$ cat src/rtl/dmab_pkg.sv
package dmab_pkg;

    localparam int SLOT_BITS = 4;
    localparam logic [SLOT_BITS-1:0] OFF_STAT = 4'h0;
    localparam logic [SLOT_BITS-1:0] OFF_CTRL = 4'h4;
    localparam logic [SLOT_BITS-1:0] OFF_ADDR = 4'h8;
    localparam logic [SLOT_BITS-1:0] OFF_CNT  = 4'hC;
    localparam int CTRL_W = 11;

    typedef enum logic [1:0] {
        BURST_ANY = 2'd0,
        BURST_4   = 2'd1,
        BURST_8   = 2'd2,
        BURST_16  = 2'd3
    } burst_e;

    // Packed MSB first so the struct is the control word bits 10:0.
    typedef struct packed {
        burst_e     burst;
        logic       berr;
        logic [3:0] ep;
        logic       ie;
        logic       mode1;
        logic       tx;
        logic       en;
    } ctrl_t;

    function automatic ctrl_t ctrl_from_word(logic [CTRL_W-1:0] w);
        ctrl_t c;
        c.burst = burst_e'(w[10:9]);
        c.berr  = 1'b0;
        c.ep    = w[7:4];
        c.ie    = w[3];
        c.mode1 = w[2];
        c.tx    = w[1];
        c.en    = w[0];
        return c;
    endfunction

    function automatic logic [15:0] ctrl_to_word(ctrl_t c);
        return {{(16-CTRL_W){1'b0}}, c};
    endfunction

endpackage

$ cat src/rtl/dmab_decode.sv
module dmab_decode
    import dmab_pkg::*;
#(
    parameter int ADDR_W = 12,
    parameter int NCH = 8,
    parameter logic [ADDR_W-1:0] WIN_BASE = 12'h200,
    localparam int CH_W = $clog2(NCH),
    localparam int WIN_BITS = SLOT_BITS + CH_W
) (
    input  logic [ADDR_W-1:0] addr,
    output logic              stat_hit,
    output logic              ctrl_hit,
    output logic              addr_hit,
    output logic              cnt_hit,
    output logic [CH_W-1:0]   ch_sel
);
    logic                 in_win;
    logic [SLOT_BITS-1:0] off;

    always_comb begin
        in_win   = (addr[ADDR_W-1:WIN_BITS] == WIN_BASE[ADDR_W-1:WIN_BITS]);
        ch_sel   = addr[SLOT_BITS +: CH_W];
        off      = addr[SLOT_BITS-1:0];
        stat_hit = in_win && (ch_sel == '0) && (off == OFF_STAT);
        ctrl_hit = in_win && (off == OFF_CTRL);
        addr_hit = in_win && (off == OFF_ADDR);
        cnt_hit  = in_win && (off == OFF_CNT);
    end
endmodule

$ cat src/rtl/dmab_chan.sv
module dmab_chan
    import dmab_pkg::*;
#(
    parameter int DW = 32
) (
    input  logic          clk,
    input  logic          rst,
    input  logic          wr_ctrl,
    input  logic          wr_addr,
    input  logic          wr_cnt,
    input  logic [DW-1:0] wdata,
    input  logic          eng_upd,
    input  logic [DW-1:0] eng_addr,
    input  logic [DW-1:0] eng_cnt,
    input  logic          eng_done,
    input  logic          eng_err,
    output ctrl_t         ctrl_q,
    output logic [DW-1:0] addr_q,
    output logic [DW-1:0] cnt_q,
    output logic          start
);
    always_ff @(posedge clk) begin
        if (rst) begin
            ctrl_q <= '0;
            addr_q <= '0;
            cnt_q  <= '0;
            start  <= 1'b0;
        end else begin
            start <= wr_ctrl && wdata[0];
            if (wr_ctrl)
                ctrl_q <= ctrl_from_word(wdata[CTRL_W-1:0]);
            else if (eng_done || eng_err)
                ctrl_q.en <= 1'b0;
            if (eng_err)
                ctrl_q.berr <= 1'b1;
            if (wr_addr)
                addr_q <= wdata;
            else if (eng_upd)
                addr_q <= eng_addr;
            if (wr_cnt)
                cnt_q <= wdata;
            else if (eng_upd)
                cnt_q <= eng_cnt;
        end
    end

    a_r4_start_has_enable: assert property (@(posedge clk) disable iff (rst)
        start |-> ctrl_q.en);
    a_r7_err_sticky: assert property (@(posedge clk) disable iff (rst)
        eng_err |=> ctrl_q.berr);
    a_r6_event_stops: assert property (@(posedge clk) disable iff (rst)
        ((eng_done || eng_err) && !wr_ctrl) |=> !ctrl_q.en);
    a_r5_sw_addr_wins: assert property (@(posedge clk) disable iff (rst)
        wr_addr |=> addr_q == $past(wdata));
    a_r5_sw_cnt_wins: assert property (@(posedge clk) disable iff (rst)
        wr_cnt |=> cnt_q == $past(wdata));
endmodule

$ cat src/rtl/dmab_irq.sv
module dmab_irq #(
    parameter int NCH = 8
) (
    input  logic           clk,
    input  logic           rst,
    input  logic [NCH-1:0] evt,
    input  logic           rd_clr,
    input  logic [NCH-1:0] ie,
    output logic [NCH-1:0] pend,
    output logic           irq
);
    always_ff @(posedge clk) begin
        if (rst)
            pend <= '0;
        else
            pend <= (rd_clr ? '0 : pend) | evt;
    end

    assign irq = |(pend & ie);

    a_r8_clear_on_read: assert property (@(posedge clk) disable iff (rst)
        (rd_clr && evt == '0) |=> pend == '0);
    a_r8_event_kept: assert property (@(posedge clk) disable iff (rst)
        (evt != '0) |=> ((pend & $past(evt)) == $past(evt)));
    a_r9_irq_quiet: assert property (@(posedge clk) disable iff (rst)
        (pend == '0) |-> !irq);
endmodule

$ cat src/rtl/dmab_regbank.sv
module dmab_regbank
    import dmab_pkg::*;
#(
    parameter int NCH = 8,
    parameter int DW = 32,
    parameter int ADDR_W = 12,
    parameter logic [ADDR_W-1:0] WIN_BASE = 12'h200,
    localparam int CH_W = $clog2(NCH)
) (
    input  logic              clk,
    input  logic              rst,
    input  logic              reg_wr,
    input  logic              reg_rd,
    input  logic [ADDR_W-1:0] reg_addr,
    input  logic [DW-1:0]     reg_wdata,
    output logic [DW-1:0]     reg_rdata,
    input  logic [NCH-1:0]    eng_upd,
    input  logic [NCH*DW-1:0] eng_cur_addr,
    input  logic [NCH*DW-1:0] eng_remain,
    input  logic [NCH-1:0]    eng_done,
    input  logic [NCH-1:0]    eng_buserr,
    output logic [NCH-1:0]    ch_start,
    output logic [NCH-1:0]    ch_en,
    output logic [NCH-1:0]    ch_tx,
    output logic [NCH-1:0]    ch_mode1,
    output logic [NCH*4-1:0]  ch_ep,
    output logic [NCH*2-1:0]  ch_burst,
    output logic [NCH*DW-1:0] ch_addr,
    output logic [NCH*DW-1:0] ch_count,
    output logic              irq
);
    logic            stat_hit, ctrl_hit, addr_hit, cnt_hit;
    logic [CH_W-1:0] ch_sel;
    logic [NCH-1:0]  evt, pend, ie;
    logic            rd_clr;
    ctrl_t           ctrl_a [NCH];
    logic [DW-1:0]   addr_a [NCH];
    logic [DW-1:0]   cnt_a  [NCH];

    dmab_decode #(.ADDR_W(ADDR_W), .NCH(NCH), .WIN_BASE(WIN_BASE)) u_dec (
        .addr(reg_addr), .stat_hit(stat_hit), .ctrl_hit(ctrl_hit),
        .addr_hit(addr_hit), .cnt_hit(cnt_hit), .ch_sel(ch_sel)
    );

    for (genvar n = 0; n < NCH; n++) begin : g_ch
        dmab_chan #(.DW(DW)) u_chan (
            .clk(clk), .rst(rst),
            .wr_ctrl(reg_wr && ctrl_hit && ch_sel == CH_W'(n)),
            .wr_addr(reg_wr && addr_hit && ch_sel == CH_W'(n)),
            .wr_cnt (reg_wr && cnt_hit  && ch_sel == CH_W'(n)),
            .wdata(reg_wdata),
            .eng_upd(eng_upd[n]),
            .eng_addr(eng_cur_addr[n*DW +: DW]),
            .eng_cnt(eng_remain[n*DW +: DW]),
            .eng_done(eng_done[n]),
            .eng_err(eng_buserr[n]),
            .ctrl_q(ctrl_a[n]),
            .addr_q(addr_a[n]),
            .cnt_q(cnt_a[n]),
            .start(ch_start[n])
        );
        assign ch_en[n]            = ctrl_a[n].en;
        assign ch_tx[n]            = ctrl_a[n].tx;
        assign ch_mode1[n]         = ctrl_a[n].mode1;
        assign ch_ep[n*4 +: 4]     = ctrl_a[n].ep;
        assign ch_burst[n*2 +: 2]  = ctrl_a[n].burst;
        assign ch_addr[n*DW +: DW] = addr_a[n];
        assign ch_count[n*DW +: DW] = cnt_a[n];
        assign ie[n]               = ctrl_a[n].ie;
        assign evt[n]              = eng_done[n] || eng_buserr[n];
    end

    assign rd_clr = reg_rd && stat_hit;

    dmab_irq #(.NCH(NCH)) u_irq (
        .clk(clk), .rst(rst), .evt(evt), .rd_clr(rd_clr),
        .ie(ie), .pend(pend), .irq(irq)
    );

    always_comb begin
        reg_rdata = '0;
        if (stat_hit)
            reg_rdata = {{(DW-NCH){1'b0}}, pend};
        else if (ctrl_hit)
            reg_rdata = {{(DW-16){1'b0}}, ctrl_to_word(ctrl_a[ch_sel])};
        else if (addr_hit)
            reg_rdata = addr_a[ch_sel];
        else if (cnt_hit)
            reg_rdata = cnt_a[ch_sel];
    end

    a_r8_stat_write_ignored: assert property (@(posedge clk) disable iff (rst)
        (reg_wr && stat_hit && !reg_rd && evt == '0) |=> $stable(pend));
endmodule

$ cat config.mk
export PLATFORM = sky130hd
export DESIGN_NAME = dmab_regbank
export DESIGN_NICKNAME = d
export VERILOG_FILES = /design/src/rtl/dmab_pkg.sv /design/src/rtl/dmab_decode.sv /design/src/rtl/dmab_chan.sv /design/src/rtl/dmab_irq.sv /design/src/rtl/dmab_regbank.sv
export SDC_FILE = /design/constraint.sdc
export NUM_CORES = 2
export LEC_CHECK = 0
export ABC_CLOCK_PERIOD_IN_PS = 2150
export BUFFER_PORTS_ARGS = -buffer_cell sky130_fd_sc_hd__buf_2
export CORE_AREA = 2 2 470 472
export DETAILED_ROUTE_END_ITERATION = 10
export DIE_AREA = 0 0 472 474
export PLACE_DENSITY = 0.36
export SLEW_MARGIN = 10
export SYNTH_ARGS = -nofsm -noshare
export SYNTH_HDL_FRONTEND = slang
export SYNTH_SLANG_ARGS = --single-unit
$ cat constraint.sdc
create_clock -name clk -period 2.15 [get_ports clk]
set_input_delay 0.215 -clock clk [delete_from_list [all_inputs] [get_ports clk]]
set_output_delay 0.215 -clock clk [all_outputs]
set_load 0.02 [all_outputs]
==> impl_metrics.prom <==
# TYPE chip_impl_metric gauge
chip_impl_info{name="outcome",value="finished with violations"} 1
chip_impl_info{name="violated_checks",value="negative setup slack"} 1
chip_impl_metric{name="synth-edff-count",unit=""} 0
chip_impl_metric{name="clock_transition_at_the_register_clock_pins_on_the_worst_setup_and_hold_paths_after_cts",unit="ns"} 0.06
chip_impl_metric{name="floorplan.die.width",unit="microns"} 472
chip_impl_metric{name="grt_pass1_vias",unit=""} 36167
chip_impl_info{name="critical_path.cell_chain",value="mux4_2, mux2i_4, buf_6, o221ai_4, and3_4, buf_6"} 1
chip_impl_metric{name="io_pins",unit=""} 1209
chip_impl_metric{name="dieArea",unit="sq mm"} 0.2237
chip_impl_metric{name="grt_overflow",unit=""} 0
chip_impl_metric{name="detail_routed_via_count_per_cell",unit=""} 4.375
chip_impl_info{name="synth.top_cells.by_count",value="657 x sky130_fd_sc_hd__mux2i_1, 616 x sky130_fd_sc_hd__dfxtp_1, 615 x sky130_fd_sc_hd__nor2_1"} 1
chip_impl_metric{name="timing.slew.headroom",unit="%"} 44.09
chip_impl_metric{name="multi_input_comb_area",unit="sq mm"} 0.01814
chip_impl_metric{name="global_route.usage.total",unit="%"} 20.83
chip_impl_metric{name="antenna_left",unit=""} 0
chip_impl_metric{name="yosys.cell_types.count",unit=""} 38
chip_impl_metric{name="place.detailed.instances",unit=""} 7061
chip_impl_metric{name="timing_max_transition_violations_final",unit=""} 0
chip_impl_info{name="yosysMostFrequentCell",value="sky130_fd_sc_hd__mux2i_1"} 1
chip_impl_metric{name="gpl_congestion",unit=""} 0.8973
chip_impl_metric{name="fin_nets",unit=""} 5844
chip_impl_metric{name="crit_buf_inv",unit=""} 2
chip_impl_info{name="ctsRootBufferMaster",value="sky130_fd_sc_hd__clkbuf_16"} 1
chip_impl_metric{name="row_count",unit=""} 172
chip_impl_metric{name="cts-buffers-inserted",unit=""} 84
chip_impl_metric{name="critical_path_arrival",unit="ns"} 2.49
chip_impl_metric{name="power.static_leakage",unit="nW"} 26.11
chip_impl_metric{name="cap_violations",unit=""} 0
chip_impl_metric{name="timing_worst_slew_pin_value",unit="ns"} 0.8386
chip_impl_metric{name="routed_vias",unit=""} 35956
chip_impl_metric{name="finalWirelength",unit="mm"} 243.2
chip_impl_info{name="critical_path.most_common_cell",value="sky130_fd_sc_hd__buf_6"} 1
chip_impl_info{name="critical_path.reg2reg.startpoint",value="g_ch[5].u_chan.addr_q[22]"} 1
chip_impl_metric{name="grt_antenna_before_repair",unit=""} 51
chip_impl_metric{name="critical-path-max-stage-delay",unit="ns"} 0.51
chip_impl_info{name="timing_worst_setup_path_type",value="register to primary output"} 1
chip_impl_info{name="critical_path.endpoint",value="reg_rdata[10]"} 1
chip_impl_metric{name="area.sequential",unit="sq mm"} 0.01274
chip_impl_metric{name="max_clock_freq",unit="GHz"} 0.3694
chip_impl_info{name="clock_tree_from_tritoncts",value="built"} 1
chip_impl_metric{name="rr_worst_depth",unit=""} 5
chip_impl_metric{name="maximum_number_of_pins_on_one_net_before_global_route_repair",unit=""} 83
chip_impl_metric{name="finalWorstSetupSlack",unit="ns"} -0.5574
chip_impl_metric{name="dpl.hpwl",unit="mm"} 186.0
chip_impl_metric{name="synth_nets",unit=""} 3720
chip_impl_metric{name="layout_worst_path_cycle_share",unit="%"} 125.9
chip_impl_metric{name="critical_path.max_fanout",unit=""} 4
chip_impl_metric{name="drt_pass1_iterations",unit=""} 5
chip_impl_metric{name="core_region_area",unit="sq mm"} 0.2187
chip_impl_metric{name="synth-async-reset-ratio",unit="%"} 0
chip_impl_info{name="synth.largest_area_cell",value="sky130_fd_sc_hd__dfxtp_1"} 1
chip_impl_metric{name="syn2layout_area_growth",unit="%"} 77.69
chip_impl_metric{name="ctsHtreeMaxLevel",unit=""} 3
chip_impl_metric{name="clk-insertion-delay-late",unit="ns"} 0.70
chip_impl_metric{name="routed_wire_length_per_instance",unit="microns"} 29.59
chip_impl_metric{name="final-hold-violation-count",unit=""} 0
chip_impl_metric{name="worst-path-stages",unit=""} 6
chip_impl_metric{name="synth_top_cell_area_share",unit="%"} 38.66
chip_impl_metric{name="drcViolationCount",unit=""} 0
chip_impl_info{name="setup.worst_path.start_class",value="register"} 1
chip_impl_metric{name="seq_area_frac_synth",unit="%"} 38.66
chip_impl_info{name="dominantRegCellSynth",value="sky130_fd_sc_hd__dfxtp_1"} 1
chip_impl_info{name="rsz0062_at_grt",value="yes"} 1
chip_impl_info{name="worstHoldPathType",value="input port to register"} 1
chip_impl_metric{name="clock_skew",unit="ns"} 0
chip_impl_info{name="worst_reg2reg_path_endpoint",value="g_ch[5].u_chan.addr_q[22]"} 1
chip_impl_metric{name="groute.layer.met1.usage",unit="%"} 26.45
chip_impl_metric{name="power.density_cell_area",unit="mW/mm^2"} 624.5
chip_impl_metric{name="post_layout_nonfiller_instances",unit=""} 8218
chip_impl_metric{name="initial_core_util",unit="%"} 14.59
chip_impl_metric{name="grt_use_met2",unit="%"} 35.11
chip_impl_metric{name="port_buffers",unit=""} 1208
chip_impl_metric{name="detailedRoute.firstIterationViolations",unit=""} 2530
chip_impl_metric{name="clock_sinks",unit=""} 616
chip_impl_metric{name="regToRegSetupSlack",unit="ns"} 0.14
chip_impl_metric{name="ys_ff_latch",unit=""} 616
chip_impl_info{name="crit_slowest_cell",value="sky130_fd_sc_hd__mux4_2"} 1
chip_impl_metric{name="synth_warnings",unit=""} 0
chip_impl_metric{name="vdd_ir_drop_max",unit="V"} 0.0005011
chip_impl_info{name="setup.worst_path.end_class",value="primary output"} 1
chip_impl_metric{name="setup_viol",unit=""} 32
chip_impl_info{name="synth.top_cells.by_area",value="sky130_fd_sc_hd__dfxtp_1 39%, sky130_fd_sc_hd__mux2i_1 21%, sky130_fd_sc_hd__a211oi_1 12%"} 1
chip_impl_metric{name="grt_first_pass_wirelength",unit="mm"} 320.6
chip_impl_metric{name="die_height",unit="microns"} 474
chip_impl_metric{name="final_layout_size_suffix_gt1_share",unit="%"} 40.59
chip_impl_metric{name="grt.met3_usage",unit="%"} 3.453
chip_impl_info{name="timing.critical_path.max_delay_family",value="multiplexers"} 1
chip_impl_info{name="startpoint",value="g_ch[7].u_chan.cnt_q[10]"} 1
chip_impl_metric{name="mapped_avg_cell_area",unit="sq um"} 10.17
chip_impl_info{name="busiest_grt_layer",value="met2"} 1
chip_impl_metric{name="gate_count_post_synth",unit=""} 3136
chip_impl_metric{name="final_period_minus_worst_setup_slack",unit="ns"} 2.707
chip_impl_metric{name="required",unit="ns"} 1.93
chip_impl_metric{name="final_core_util",unit="%"} 25.92
chip_impl_metric{name="syn_area",unit="sq mm"} 0.03189
chip_impl_metric{name="fillers",unit=""} 23397
chip_impl_metric{name="cts-root-to-sink-buffers",unit=""} 3
-- stage by stage --
step | TNS (ns) | area, sq um | power, mW | hold WS, ns | setup WS, ns
floorplan | 0 | 31890 | 15.50 | 0.3324 | 0.2440
global placement | -37.17 | 42650 | 18.75 | 0.4520 | -0.6213
detailed placement | -35.79 | 42650 | 18.74 | 0.4514 | -0.6470
CTS | -12.03 | 56260 | 35.67 | 0.0003329 | -0.6575
global route | -11.26 | 56640 | 36.52 | 0.05613 | -0.6271
finish | -8.670 | 56670 | 35.40 | 0.08101 | -0.5574
-- layout by cell type (no fill, tap or decap), drive strengths merged, types with 2 or more instances in the layout --
cell            n
nor4b           2
nand4          26
nor4            2
dfxtp         616
diode          18
and3            3
a22oi           4
nand3          15
o221ai          2
bufinv          7
inv             7
clkbuf        133
o22ai          29
nand2           4
clkinv          9
o21ai           9
and4            5
buf          1562
mux2i         657
dlygate4sd3   912
and4b           4
mux4          151
a21oi          24
nor2          615
and4bb          4
a211oi        512
a211o           7
clkinvlp        3
-- worst reg2reg max path, stage by stage (launching register included) --
cell                            delay [ns]
sky130_fd_sc_hd__dfxtp_4              0.36
sky130_fd_sc_hd__buf_4                0.16
sky130_fd_sc_hd__mux2i_1              0.07
sky130_fd_sc_hd__dlygate4sd3_1        0.56
sky130_fd_sc_hd__a211oi_1             0.22
sky130_fd_sc_hd__dlygate4sd3_1        0.57
-- flip-flops by register name (all words and copies together), names as in the netlist --
signal / cells
g_ch.u_chan.addr_q: 256
g_ch.u_chan.cnt_q: 256
g_ch.u_chan.ctrl_q: 88
g_ch.u_chan.start: 8
u_irq.pend: 8
-- final cells by class --
class	instances	area share (%)
multi-input cells	2080	32.01
clock buffers	131	4.484
diodes	18	0.07948
flip-flops and latches	616	22.48
repair buffers	2476	33.97
well taps	2871	6.338
clock inverters	24	0.6137
inverters	2	0.01325
-- worst min path at each step --
stage,start,endpoint,cells past startpoint
floorplan,eng_buserr[0],g_ch[0].u_chan.ctrl_q[8],2
global placement,eng_buserr[7],g_ch[7].u_chan.ctrl_q[8],3
detailed placement,eng_buserr[7],g_ch[7].u_chan.ctrl_q[8],3
CTS,reg_wdata[20],g_ch[2].u_chan.addr_q[20],3
global route,reg_wdata[22],g_ch[3].u_chan.addr_q[22],3
finish,reg_wdata[31],g_ch[2].u_chan.cnt_q[31],3
-- report_power, final --
part	switching [mW]	leakage (nW)	total [mW]	internal, mW
logic	3.94	19.5	7.56	3.62
registers	0.728	5.17	12.8	12.0
clock network	6.10	1.41	15.1	8.98
total	10.8	26.1	35.4	24.6
-- what timing repair did --
item	in CTS	in global routing
setup endpoints to repair	32	99
buffers inserted	67	16
hold buffers	912	0
cloned	0	1
gates resized for setup	399	65
endpoints found under the hold margin	569	0
pin swaps	32	22
-- cell families after synthesis --
kind of cell,after synthesis,share of synthesized area (%)
buf+inv,440,6.991
flops,616,38.66
mux,808,31.28
simple gates,683,9.533
compound gates,589,13.53
-- metal layers --
layer,part of all wire [%],routed length (microns),vias to the layer above
li1,-,-,15868
met1,42,102600,17933
met2,48,115800,1779
met3,6.2,15140,354
met4,3.9,9526,22
met5,0.061,149,-
No activity file was read; power rests on OpenSTA's default activity.
